--- src/rtl/dp_pkg.sv ---
package dp_pkg;
  localparam int DW     = 32;
  localparam int BYTEW  = 8;
  localparam int SELW   = 4;
  localparam int NSRC   = 9;
  localparam int NREG   = 9;
  localparam int CTLW   = 6;

  // C-bus register indices (bit positions of the write mask)
  localparam int RI_H   = 0;
  localparam int RI_OPC = 1;
  localparam int RI_TOS = 2;
  localparam int RI_CPP = 3;
  localparam int RI_LV  = 4;
  localparam int RI_SP  = 5;
  localparam int RI_PC  = 6;
  localparam int RI_MDR = 7;
  localparam int RI_MAR = 8;

  typedef enum logic [SELW-1:0] {
    BS_MDR  = 4'd0,
    BS_PC   = 4'd1,
    BS_BYTS = 4'd2,
    BS_BYTU = 4'd3,
    BS_SP   = 4'd4,
    BS_LV   = 4'd5,
    BS_CPP  = 4'd6,
    BS_TOS  = 4'd7,
    BS_OPC  = 4'd8
  } bsrc_e;

  typedef struct packed {
    logic f0;
    logic f1;
    logic ena;
    logic enb;
    logic inva;
    logic inc;
  } alu_ctl_t;

  localparam logic [CTLW-1:0] OPC_ZERO = 6'h10;
endpackage

--- src/rtl/dp_bsel.sv ---
module dp_bsel
  import dp_pkg::*;
#(
  parameter int W  = DW,
  parameter int NS = NSRC,
  parameter int SW = SELW
) (
  input  logic                clk,
  input  logic                rst_n,
  input  logic [SW-1:0]       sel,
  input  logic [NS-1:0][W-1:0] src,
  output logic [W-1:0]        bus
);
  logic [NS-1:0] drv_en;

  // One-hot decode of the source code
  generate
    for (genvar g = 0; g < NS; g++) begin : g_dec
      assign drv_en[g] = (sel == SW'(g));
    end
  endgenerate

  always_comb begin
    bus = '0;
    for (int i = 0; i < NS; i++) begin
      bus = bus | (src[i] & {W{drv_en[i]}});
    end
  end

  // a valid code enables exactly one driver, an unused code none
  a_r1_one_driver: assert property (@(posedge clk) disable iff (!rst_n)
    (sel < SW'(NS)) |-> $onehot(drv_en));
  a_r1_unused_idle: assert property (@(posedge clk) disable iff (!rst_n)
    (sel >= SW'(NS)) |-> (bus == '0));
endmodule

--- src/rtl/dp_alu.sv ---
module dp_alu
  import dp_pkg::*;
#(
  parameter int W = DW
) (
  input  alu_ctl_t     ctl,
  input  logic [W-1:0] a,
  input  logic [W-1:0] b,
  output logic [W-1:0] res
);
  logic [W-1:0] a_op;
  logic [W-1:0] b_op;

  always_comb begin
    a_op = ctl.ena ? a : '0;
    if (ctl.inva) a_op = ~a_op;
    b_op = ctl.enb ? b : '0;
    unique case ({ctl.f0, ctl.f1})
      2'b00:   res = a_op & b_op;
      2'b01:   res = a_op | b_op;
      2'b10:   res = ~b_op;
      default: res = a_op + b_op + W'(ctl.inc);
    endcase
  end

  // the constant-zero code yields zero whatever the operands
  always_comb begin
    if (ctl == OPC_ZERO) a_r4_const_zero: assert (res == '0);
  end
endmodule

--- src/rtl/dp_shift.sv ---
module dp_shift
  import dp_pkg::*;
#(
  parameter int W = DW
) (
  input  logic         sll8,
  input  logic         sra1,
  input  logic [W-1:0] din,
  output logic [W-1:0] dout
);
  always_comb begin
    if (sll8)      dout = din << 8;
    else if (sra1) dout = {din[W-1], din[W-1:1]};
    else           dout = din;
  end

  // the arithmetic right shift keeps the sign bit
  always_comb begin
    if (sra1 && !sll8) a_r5_sra_sign: assert (dout[W-1] == din[W-1]);
  end
endmodule

--- src/rtl/mdp_core.sv ---
module mdp_core
  import dp_pkg::*;
(
  input  logic             clk,
  input  logic             rst_n,
  input  logic [SELW-1:0]  bsrc_sel,
  input  logic [NREG-1:0]  cwr_mask,
  input  logic [CTLW-1:0]  alu_ctl,
  input  logic             sh_sll8,
  input  logic             sh_sra1,
  input  logic             mdr_load,
  input  logic [DW-1:0]    mdr_in,
  input  logic             mbr_load,
  input  logic [BYTEW-1:0] mbr_in,
  output logic             flag_n,
  output logic             flag_z,
  output logic [DW-1:0]    mar_q,
  output logic [DW-1:0]    mdr_q,
  output logic [DW-1:0]    pc_q
);
  localparam int EXTW = DW - BYTEW;

  logic [DW-1:0]              rf_q [NREG];
  logic [DW-1:0]              rf_d [NREG];
  logic [NREG-1:0]            rf_en;
  logic [BYTEW-1:0]           mbr_q;
  logic [BYTEW-1:0]           mbr_d;
  logic                       mbr_en;
  logic [NSRC-1:0][DW-1:0]    b_src;
  logic [DW-1:0]              b_bus;
  logic [DW-1:0]              alu_res;
  logic [DW-1:0]              c_bus;
  logic                       fn_d;
  logic                       fz_d;

  // B-bus source vector, indexed by the source code
  always_comb begin
    b_src          = '0;
    b_src[BS_MDR]  = rf_q[RI_MDR];
    b_src[BS_PC]   = rf_q[RI_PC];
    b_src[BS_BYTS] = {{EXTW{mbr_q[BYTEW-1]}}, mbr_q};
    b_src[BS_BYTU] = {{EXTW{1'b0}}, mbr_q};
    b_src[BS_SP]   = rf_q[RI_SP];
    b_src[BS_LV]   = rf_q[RI_LV];
    b_src[BS_CPP]  = rf_q[RI_CPP];
    b_src[BS_TOS]  = rf_q[RI_TOS];
    b_src[BS_OPC]  = rf_q[RI_OPC];
  end

  dp_bsel #(.W(DW), .NS(NSRC), .SW(SELW)) u_bsel (
    .clk   (clk),
    .rst_n (rst_n),
    .sel   (bsrc_sel),
    .src   (b_src),
    .bus   (b_bus)
  );

  dp_alu #(.W(DW)) u_alu (
    .ctl (alu_ctl_t'(alu_ctl)),
    .a   (rf_q[RI_H]),
    .b   (b_bus),
    .res (alu_res)
  );

  dp_shift #(.W(DW)) u_shift (
    .sll8 (sh_sll8),
    .sra1 (sh_sra1),
    .din  (alu_res),
    .dout (c_bus)
  );

  // Register file: next-state and enables, then flops
  generate
    for (genvar g = 0; g < NREG; g++) begin : g_reg
      if (g == RI_MDR) begin : g_mdr
        always_comb begin
          rf_en[g] = cwr_mask[g] | mdr_load;
          rf_d[g]  = mdr_load ? mdr_in : c_bus;
        end
      end else begin : g_plain
        always_comb begin
          rf_en[g] = cwr_mask[g];
          rf_d[g]  = c_bus;
        end
      end

      always_ff @(posedge clk or negedge rst_n) begin
        if (!rst_n)        rf_q[g] <= '0;
        else if (rf_en[g]) rf_q[g] <= rf_d[g];
      end
    end
  endgenerate

  always_comb begin
    mbr_en = mbr_load;
    mbr_d  = mbr_in;
    fn_d   = alu_res[DW-1];
    fz_d   = (alu_res == '0);
  end

  always_ff @(posedge clk or negedge rst_n) begin
    if (!rst_n)      mbr_q <= '0;
    else if (mbr_en) mbr_q <= mbr_d;
  end

  always_ff @(posedge clk or negedge rst_n) begin
    if (!rst_n) begin
      flag_n <= 1'b0;
      flag_z <= 1'b0;
    end else begin
      flag_n <= fn_d;
      flag_z <= fz_d;
    end
  end

  assign mar_q = rf_q[RI_MAR];
  assign mdr_q = rf_q[RI_MDR];
  assign pc_q  = rf_q[RI_PC];

  // two destinations written together hold the same value
  a_r2_parallel_copy: assert property (@(posedge clk) disable iff (!rst_n)
    (cwr_mask[RI_MAR] && cwr_mask[RI_PC]) |=> (mar_q == pc_q));
  // the hold register keeps its value unless its bit is set
  a_r3_h_hold: assert property (@(posedge clk) disable iff (!rst_n)
    !cwr_mask[RI_H] |=> $stable(rf_q[RI_H]));
  // the zero flag follows the ALU result of the previous cycle
  a_r6_zero_flag: assert property (@(posedge clk) disable iff (!rst_n)
    1'b1 |=> (flag_z == $past(alu_res == '0)));
  // a memory load wins over a C-bus write of the word data register
  a_r8_mdr_priority: assert property (@(posedge clk) disable iff (!rst_n)
    mdr_load |=> (mdr_q == $past(mdr_in)));
endmodule

--- config.mk ---
export PLATFORM = sky130hd
export DESIGN_NAME = mdp_core
export DESIGN_NICKNAME = d
export VERILOG_FILES = /design/src/rtl/dp_pkg.sv /design/src/rtl/dp_bsel.sv /design/src/rtl/dp_alu.sv /design/src/rtl/dp_shift.sv /design/src/rtl/mdp_core.sv
export SDC_FILE = /design/constraint.sdc
export NUM_CORES = 1
export LEC_CHECK = 0
export BUFFER_PORTS_ARGS = -buffer_cell sky130_fd_sc_hd__buf_2
export CAP_MARGIN = 20
export CORE_MARGIN = 5
export CORE_UTILIZATION = 65
export DETAILED_ROUTE_END_ITERATION = 7
export PLACE_DENSITY = 0.93
export SYNTH_ARGS = -nofsm -noshare
export SYNTH_HDL_FRONTEND = slang
export SYNTH_HIERARCHICAL = 1
export SYNTH_SLANG_ARGS = --single-unit
--- constraint.sdc ---
create_clock -name clk -period 8.85 [get_ports clk]
set_clock_uncertainty 0.15 [all_clocks]
set_input_delay 1.3275 -clock clk [delete_from_list [all_inputs] [get_ports clk]]
set_output_delay 1.3275 -clock clk [all_outputs]
set_load 0.02 [all_outputs]
==> impl_metrics.tcl, run 1 <==
set metrics [dict create \
    nets 1950 \
    io_pins 163 \
    syn_area_um2 20200 \
    synth-xor-area-share_pct 2.42 \
    routedWlPerCell_um 27.4 \
    via_per_inst 6.98 \
    post-cts-setup-buffers 0 \
    syn_area_per_cell_um2 11.3 \
    synth-seq-area-share_pct 36.8 \
    start_util_pct 66.0 \
    setup_viol 0 \
    drv_cap 0 \
    cts_buffers 29 \
    synth.mux.area_fraction_pct 25.6 \
    antenna_found_initial 1 \
    placed_area_um2 20000 \
    dieArea_um2 34800 \
    grt_max_degree 87 \
    rows 64 \
    finalHoldViolCount 0 \
    final_area_um2 21000 \
    critPathMaxFanout 39 \
    p_leak_uw 0.0103 \
    grt_overflow 0 \
    clk_pin_slew_worst_paths_ns 0.06 \
    grt_setup_unrepaired "no" \
    drtPass1Iterations 8 \
    post-dp-hpwl_um 39700 \
    cts_root_buffer "clkbuf_16" \
    drcViolationCount 61 \
    htreeDepth 1 \
    dr_total_vias 15597 \
    worst_pin_slew_ns 1.20 \
    ant_nets 0 \
    synth.top_cells.by_area "dfrtp_1, mux2_4, mux2i_1" \
    worstSetupEndpointType "register" \
    grt.total_usage_pct 33.1 \
    vdd_drop_max_mv 0.194 \
    routabilityCongestion 0.957 \
    synth-seq-cells 298 \
    post-route-min-period_ns 7.20 \
    synth_edf_count 0 \
    synthToLayoutAreaGrowth_pct 3.60 \
    io_buffers 162 \
    synth-main-ff-cell "dfrtp_1" \
    clock_path_buffers 3 \
    wl_um 61200 \
    fin_tns_setup_ns 0 \
    fp.dieW_um 186 \
    status "finished with violations" \
    cts_sinks 298 \
    synth_commonest_cells "dfrtp_1, mux2_4, nand2_1" \
    yosysWarnings 6 \
    cp.arrival_ns 7.54 \
    die_y_um 186 \
    synth.largest_area_cell "dfrtp_1" \
    hold_buffers 0 \
    yosys.area_share.simple_pct 6.46 \
    synthAdderAreaFrac_pct 4.21 \
    drt_iter0_drc 2417 \
    synth.most_common_cell "dfrtp_1" \
    grt_first_pass_wirelength_um 93100 \
    drv_slew 0 \
    layout-drive-gt1-share_pct 30.5 \
    critical_path_class "primary input to register" \
    first_global_vias 15808 \
    insertion_delay_ns 0.58 \
    violations "design-rule violations" \
    startpoint_type "primary input" \
    synth-compound-area-share_pct 13.8 \
    yosys.cell_types.count 76 \
    cts_tree "built" \
    power.total_uw 4770 \
    slew-limit-headroom_pct 19.9 \
    pwr_density_cell_nw_per_um2 227 \
    synthDominantCellAreaShare_pct 36.8 \
    synth_top_family_by_area "multiplexers" \
    hold_class "register to register" \
    required_ns 9.19 \
    cts_resized 0 \
    finalCritPeriodShare_pct 81.3 \
    synthArstFlopShare_pct 100 \
    synth_cells 1794 \
    core_area_um2 30700 \
    fmax_mhz 139 \
]
power breakdown:
group / internal (uW) / total, uW / switching, uW
clock network: 681 / 1250 / 566
registers: 1650 / 1890 / 239
logic: 734 / 1640 / 902
total: 3060 / 4770 / 1710
state kept, by name, summed over array words and instances (netlist names):
| name | count |
|---|---|
| mdr_q | 32 |
| flag_z | 1 |
| mbr_q | 8 |
| flag_n | 1 |
| b_src | 160 |
| pc_q | 32 |
| rf_q | 32 |
| mar_q | 32 |
path summary, 6_finish.rpt:
path	startpoint	slack, ns	depth (start not counted)	end
max	bsrc_sel[2]	1.65	19	mdr_q[21]$_DFFE_PN0P_
min	mar_q[31]$_DFFE_PN0P_	0.35	1	mar_q[31]$_DFFE_PN0P_
max reg2reg	mbr_q[7]$_DFFE_PN0P_	3.18	18	mdr_q[21]$_DFFE_PN0P_
min reg2reg	mar_q[31]$_DFFE_PN0P_	0.35	1	mar_q[31]$_DFFE_PN0P_
max in group asynchronous	rst_n	6.55	2	rf_q[265]$_DFFE_PN0P_
min in group asynchronous	rst_n	0.61	1	mar_q[0]$_DFFE_PN0P_
layer usage:
layer | vias up | track usage, % | part of all wire, %
met1 | 7535 | 42.3 | 36
met4 | 0 | 18.4 | 7.5
li1 | 6384 | - | -
met5 | - | 0 | 0
met3 | 363 | 7.03 | 12
met2 | 1315 | 52.6 | 45
critical path: stages:
cell and delay (ns):
buf_2 0.75, nor2b_1 0.18, and2_1 0.47, a222oi_1 0.69, o221ai_1 0.28, nand2_1 0.20
inv_1 0.09, ha_1 0.37, a21o_1 0.19, a21o_1 0.17, a21o_1 0.21, a211oi_2 0.30
o21ai_2 0.17, xnor2_1 0.15, o21ai_0 0.54, mux2i_1 0.16, o21ai_1 0.86, mux2i_1 0.24
o21ai_1 0.18
cells by family after synthesis:
family	count (synthesis)
multiplexers	382
AND/OR/NAND/NOR	289
XOR/XNOR	56
buffers and inverters	303
AO/OA/AOI/OAI	398
other	1
adder cells (fa/ha/maj)	67
flip-flops	298
final cells by class:
class	count	area, um^2
Antenna cell	1	2.50
Clock buffer	39	823
Clock inverter	13	101
Fill cell	2035	9690
Inverter	80	300
Multi-Input combinational cell	1216	10700
Sequential cell	298	7460
Tap cell	396	495
Timing Repair Buffer	193	1080
through the flow:
| stage | util, % | worst slack, ns | hold WS, ns | std cells |
|---|---|---|---|---|
| 6_report | 68.4 | 1.65 | 0.354 | 2236 |
| 5_1_grt | 68.4 | 1.58 | 0.372 | 2236 |
| 4_1_cts | 68.2 | 2.03 | 0.357 | 2232 |
| 3_5_place_dp | 65.2 | 1.53 | 0.341 | 2180 |
| 3_3_place_gp | 65.2 | 1.63 | 0.334 | 2180 |
| 2_1_floorplan | - | 3.23 | 0.325 | 1817 |
layout by cell type (no fill, tap or decap), drive strengths merged, types with 9 or more instances in the layout:
| cell type | instances |
|---|---|
| o221ai | 29 |
| inv | 81 |
| a21oi | 55 |
| nor4 | 9 |
| xor2 | 19 |
| ha | 65 |
| o22ai | 14 |
| clkinv | 9 |
| a211oi | 23 |
| a222oi | 21 |
| nand3 | 11 |
| a22oi | 59 |
| nand2 | 166 |
| nor2 | 47 |
| o21ai | 102 |
| conb | 24 |
| mux2 | 293 |
| a22o | 21 |
| a21o | 22 |
| dfrtp | 298 |
| o211ai | 14 |
| mux2i | 82 |
| buf | 193 |
| xnor2 | 37 |
| clkbuf | 39 |
Power figures use the tool's default switching activity.
==> inputs of run 2 (changes only) <==
--- a/config.mk
+++ b/config.mk
@@ -5,12 +5,13 @@
 export SDC_FILE = /design/constraint.sdc
 export NUM_CORES = 1
 export LEC_CHECK = 0
+export ABC_AREA = 1
 export BUFFER_PORTS_ARGS = -buffer_cell sky130_fd_sc_hd__buf_2
 export CAP_MARGIN = 20
 export CORE_MARGIN = 5
-export CORE_UTILIZATION = 65
+export CORE_UTILIZATION = 55
 export DETAILED_ROUTE_END_ITERATION = 7
-export PLACE_DENSITY = 0.93
+export PLACE_DENSITY = 0.84
 export SYNTH_ARGS = -nofsm -noshare
 export SYNTH_HDL_FRONTEND = slang
 export SYNTH_HIERARCHICAL = 1
==> constraint.sdc (replaced) <==
create_clock -name clk -period 5.94 [get_ports clk]
set_clock_uncertainty 0.15 [all_clocks]
set_input_delay 0.891 -clock clk [delete_from_list [all_inputs] [get_ports clk]]
set_output_delay 0.891 -clock clk [all_outputs]
set_load 0.02 [all_outputs]
==> run 2 against run 1 <==
  * The run now ends clean
  * Flip-flop and latch count is the same
  * Sequential share of layout area fell by 0.70 points
  * Area after synthesis shrank 1.2%
  * Routed wire length decreased by 1.6%
  * Clock-buffer cell count is 4 lower
  * Sequential power increased by 41%
  * Critical endpoint is now b_src[281]$_DFFE_PN0P_
==> impl_metrics.tcl, run 2 <==
set metrics [dict create \
    worstReg2RegEnd "b_src[213]$_DFFE_PN0P_" \
    yosysWarnings 6 \
    cp.arrival_ns 5.07 \
    fmax_mhz 209 \
    grt_overflow 0 \
    syn_area_um2 20000 \
    vdd_drop_max_mv 0.268 \
    synth_top_family_by_area "simple AND/OR/NAND/NOR gates" \
    drv_slew 0 \
    final_common_cell "nand2_1" \
    cts_tree "built" \
    critPathMaxFanout 13 \
    finalHoldViolCount 0 \
    synth.top_cells.by_area "dfrtp_1, mux2_2, nand2_1" \
    drtPass1Iterations 6 \
    worstSetupEndpointType "register" \
    setup_viol 0 \
    yosys.cell_types.count 37 \
    critical_path_class "primary input to register" \
    layout-drive-gt1-share_pct 20.1 \
    slew-limit-headroom_pct 28.7 \
    reg2reg_slack_ns 1.40 \
    synthToLayoutAreaGrowth_pct 6.93 \
    core_area_um2 35700 \
    hold_buffers 0 \
    startpoint_type "primary input" \
    synth-seq-area-share_pct 37.3 \
    syn_area_per_cell_um2 7.81 \
    io_buffers 162 \
    antenna_found_initial 1 \
    synth-xor-area-share_pct 1.79 \
    rows 69 \
    drv_cap 0 \
    dr_wl_met3_um 5970 \
    nets 2717 \
    routabilityCongestion 0.975 \
    clock_path_buffers 3 \
    post-cts-setup-buffers 0 \
    power.total_uw 6720 \
    pwr_density_cell_nw_per_um2 314 \
    wl_met2_um 28000 \
    holdWs_ns 0.293 \
    htreeDepth 1 \
    yosys.area_share.simple_pct 26.1 \
    required_ns 6.22 \
    layout_common_cells "nand2_1, nand3_1, inv_1" \
    synth_cells 2563 \
    synthDominantCellAreaShare_pct 37.3 \
    first_global_vias 17345 \
    via_per_inst 5.77 \
    synth_commonest_cells "nand2_1, nand3_1, inv_1" \
    ant_nets 0 \
    worstRegToRegCells 24 \
    synth-main-ff-cell "dfrtp_1" \
    dr_total_vias 17707 \
    post-dp-hpwl_um 41200 \
    io_pins 163 \
    hold_class "primary input to asynchronous set/reset pin" \
    synthAdderAreaFrac_pct 4.26 \
    grt_first_pass_wirelength_um 95100 \
    finalCritPeriodShare_pct 80.7 \
    routedWlPerCell_um 19.6 \
    die_y_um 201 \
    dieArea_um2 40300 \
    start_util_pct 56.0 \
    synth_edf_count 0 \
    drcViolationCount 0 \
    status "finished, final reports clean" \
    largest_reg_flops 160 \
    synth.largest_area_cell "dfrtp_1" \
    worst_pin_slew_ns 1.07 \
    synth-compound-area-share_pct 3.23 \
    clk_pin_slew_worst_paths_ns 0.06 \
    drt_iter0_drc 1794 \
    synth.mux.area_fraction_pct 14.4 \
    fin_tns_setup_ns 0 \
    cts_buffers 28 \
    cts_sinks 298 \
    reg2reg_from "mbr_q[7]$_DFFE_PN0P_" \
    cts_root_buffer "clkbuf_16" \
    met1_length_um 24400 \
    synth-seq-cells 298 \
    grt_setup_unrepaired "no" \
    cts_resized 0 \
    fp.dieW_um 201 \
    synth.most_common_cell "nand2_1" \
    wl_um 60200 \
    p_leak_uw 0.0116 \
    post-route-min-period_ns 4.79 \
    insertion_delay_ns 0.55 \
    highest_layer "met5" \
    grt.total_usage_pct 28.9 \
    synthArstFlopShare_pct 100 \
    grt_max_degree 143 \
]
## run 2: changes by cell type in the layout (fill, tap and decap cells not counted), moves of 46 or more
cell     previous run  this run
inv_1              80       304
a22oi_1            59         1
nor2_1             46       248
nand3_1            11       322
mux2_4            240         0
nand2_1           166       655
mux2i_1            82         0
mux2_2             50       256
o21ai_1            53         7
## run 2: area by class of cell
cell class	instances	area [um^2]
multi-input cells	1758	10100
clock inverters	16	270
inverters	311	1170
clock buffers	35	788
repair buffers	188	1050
well taps	461	577
fillers	3069	14300
flip-flops and latches	298	7460
diodes	1	2.50
## run 2: per-layer routing
layer	vias to the layer above	track usage, %
met5	-	0
met4	2	8.33
met3	151	5.04
met2	1006	47.0
met1	8485	40.0
li1	8063	-
## run 2: kinds of logic (layout without fill, tap and decap cells)
group / after synthesis / in the layout
mux: 256 / 256
buf+inv: 530 / 550
flops: 298 / 298
other cells: 1 / 25
fa+ha+maj: 67 / 67
simple gates: 1257 / 1257
xor+xnor: 41 / 41
compound gates: 113 / 113
## run 2: worst max path at each step
stage,start,to,slack [ns],cells after the start
floorplan,bsrc_sel[3],b_src[147]$_DFFE_PN0P_,1.76,24
global placement,bsrc_sel[0],mar_q[25]$_DFFE_PN0P_,0.79,25
detailed placement,bsrc_sel[0],b_src[281]$_DFFE_PN0P_,0.77,25
CTS,bsrc_sel[1],b_src[281]$_DFFE_PN0P_,1.30,25
global route,bsrc_sel[1],mdr_q[16]$_DFFE_PN0P_,0.92,27
finish,bsrc_sel[1],b_src[281]$_DFFE_PN0P_,1.15,25
## run 2: critical path, cell delays in order
cell and delay (ns):
buf_2 0.15, nand2_1 0.08, clkinv_1 0.08, nand2_1 0.49, buf_4 0.37, nor2_1 0.07
nor2_1 0.10, nand3_1 0.18, nand2_1 0.17, inv_1 0.07, ha_1 0.42, nand2_1 0.14
nor2_1 0.22, nand2_1 0.14, nor2_1 0.13, nand2_1 0.11, nand4_1 0.09, nand2_1 0.07
nand2_1 0.08, nand2_1 0.08, inv_1 0.08, nand2_1 0.05, nand3_1 0.10, nand2_1 0.31
mux2_2 0.39
## run 2: report_power, final
group	leakage [uW]	switching [uW]	total, uW	internal, uW
registers	0.00365	249	2660	2410
clock network	0.000512	813	2060	1250
logic	0.00743	1270	1990	720
total	0.0116	2340	6720	4380
## run 2: metrics by stage
step | util [%] | setup slack (ns) | cell area (um^2) | cells
finish | 59.9 | 1.15 | 21400 | 3068
global route | 59.9 | 0.923 | 21400 | 3067
CTS | 59.9 | 1.30 | 21400 | 3067
detailed placement | 56.9 | 0.770 | 20300 | 3016
global placement | 56.9 | 0.788 | 20300 | 3016
floorplan | - | 1.76 | 20100 | 2586
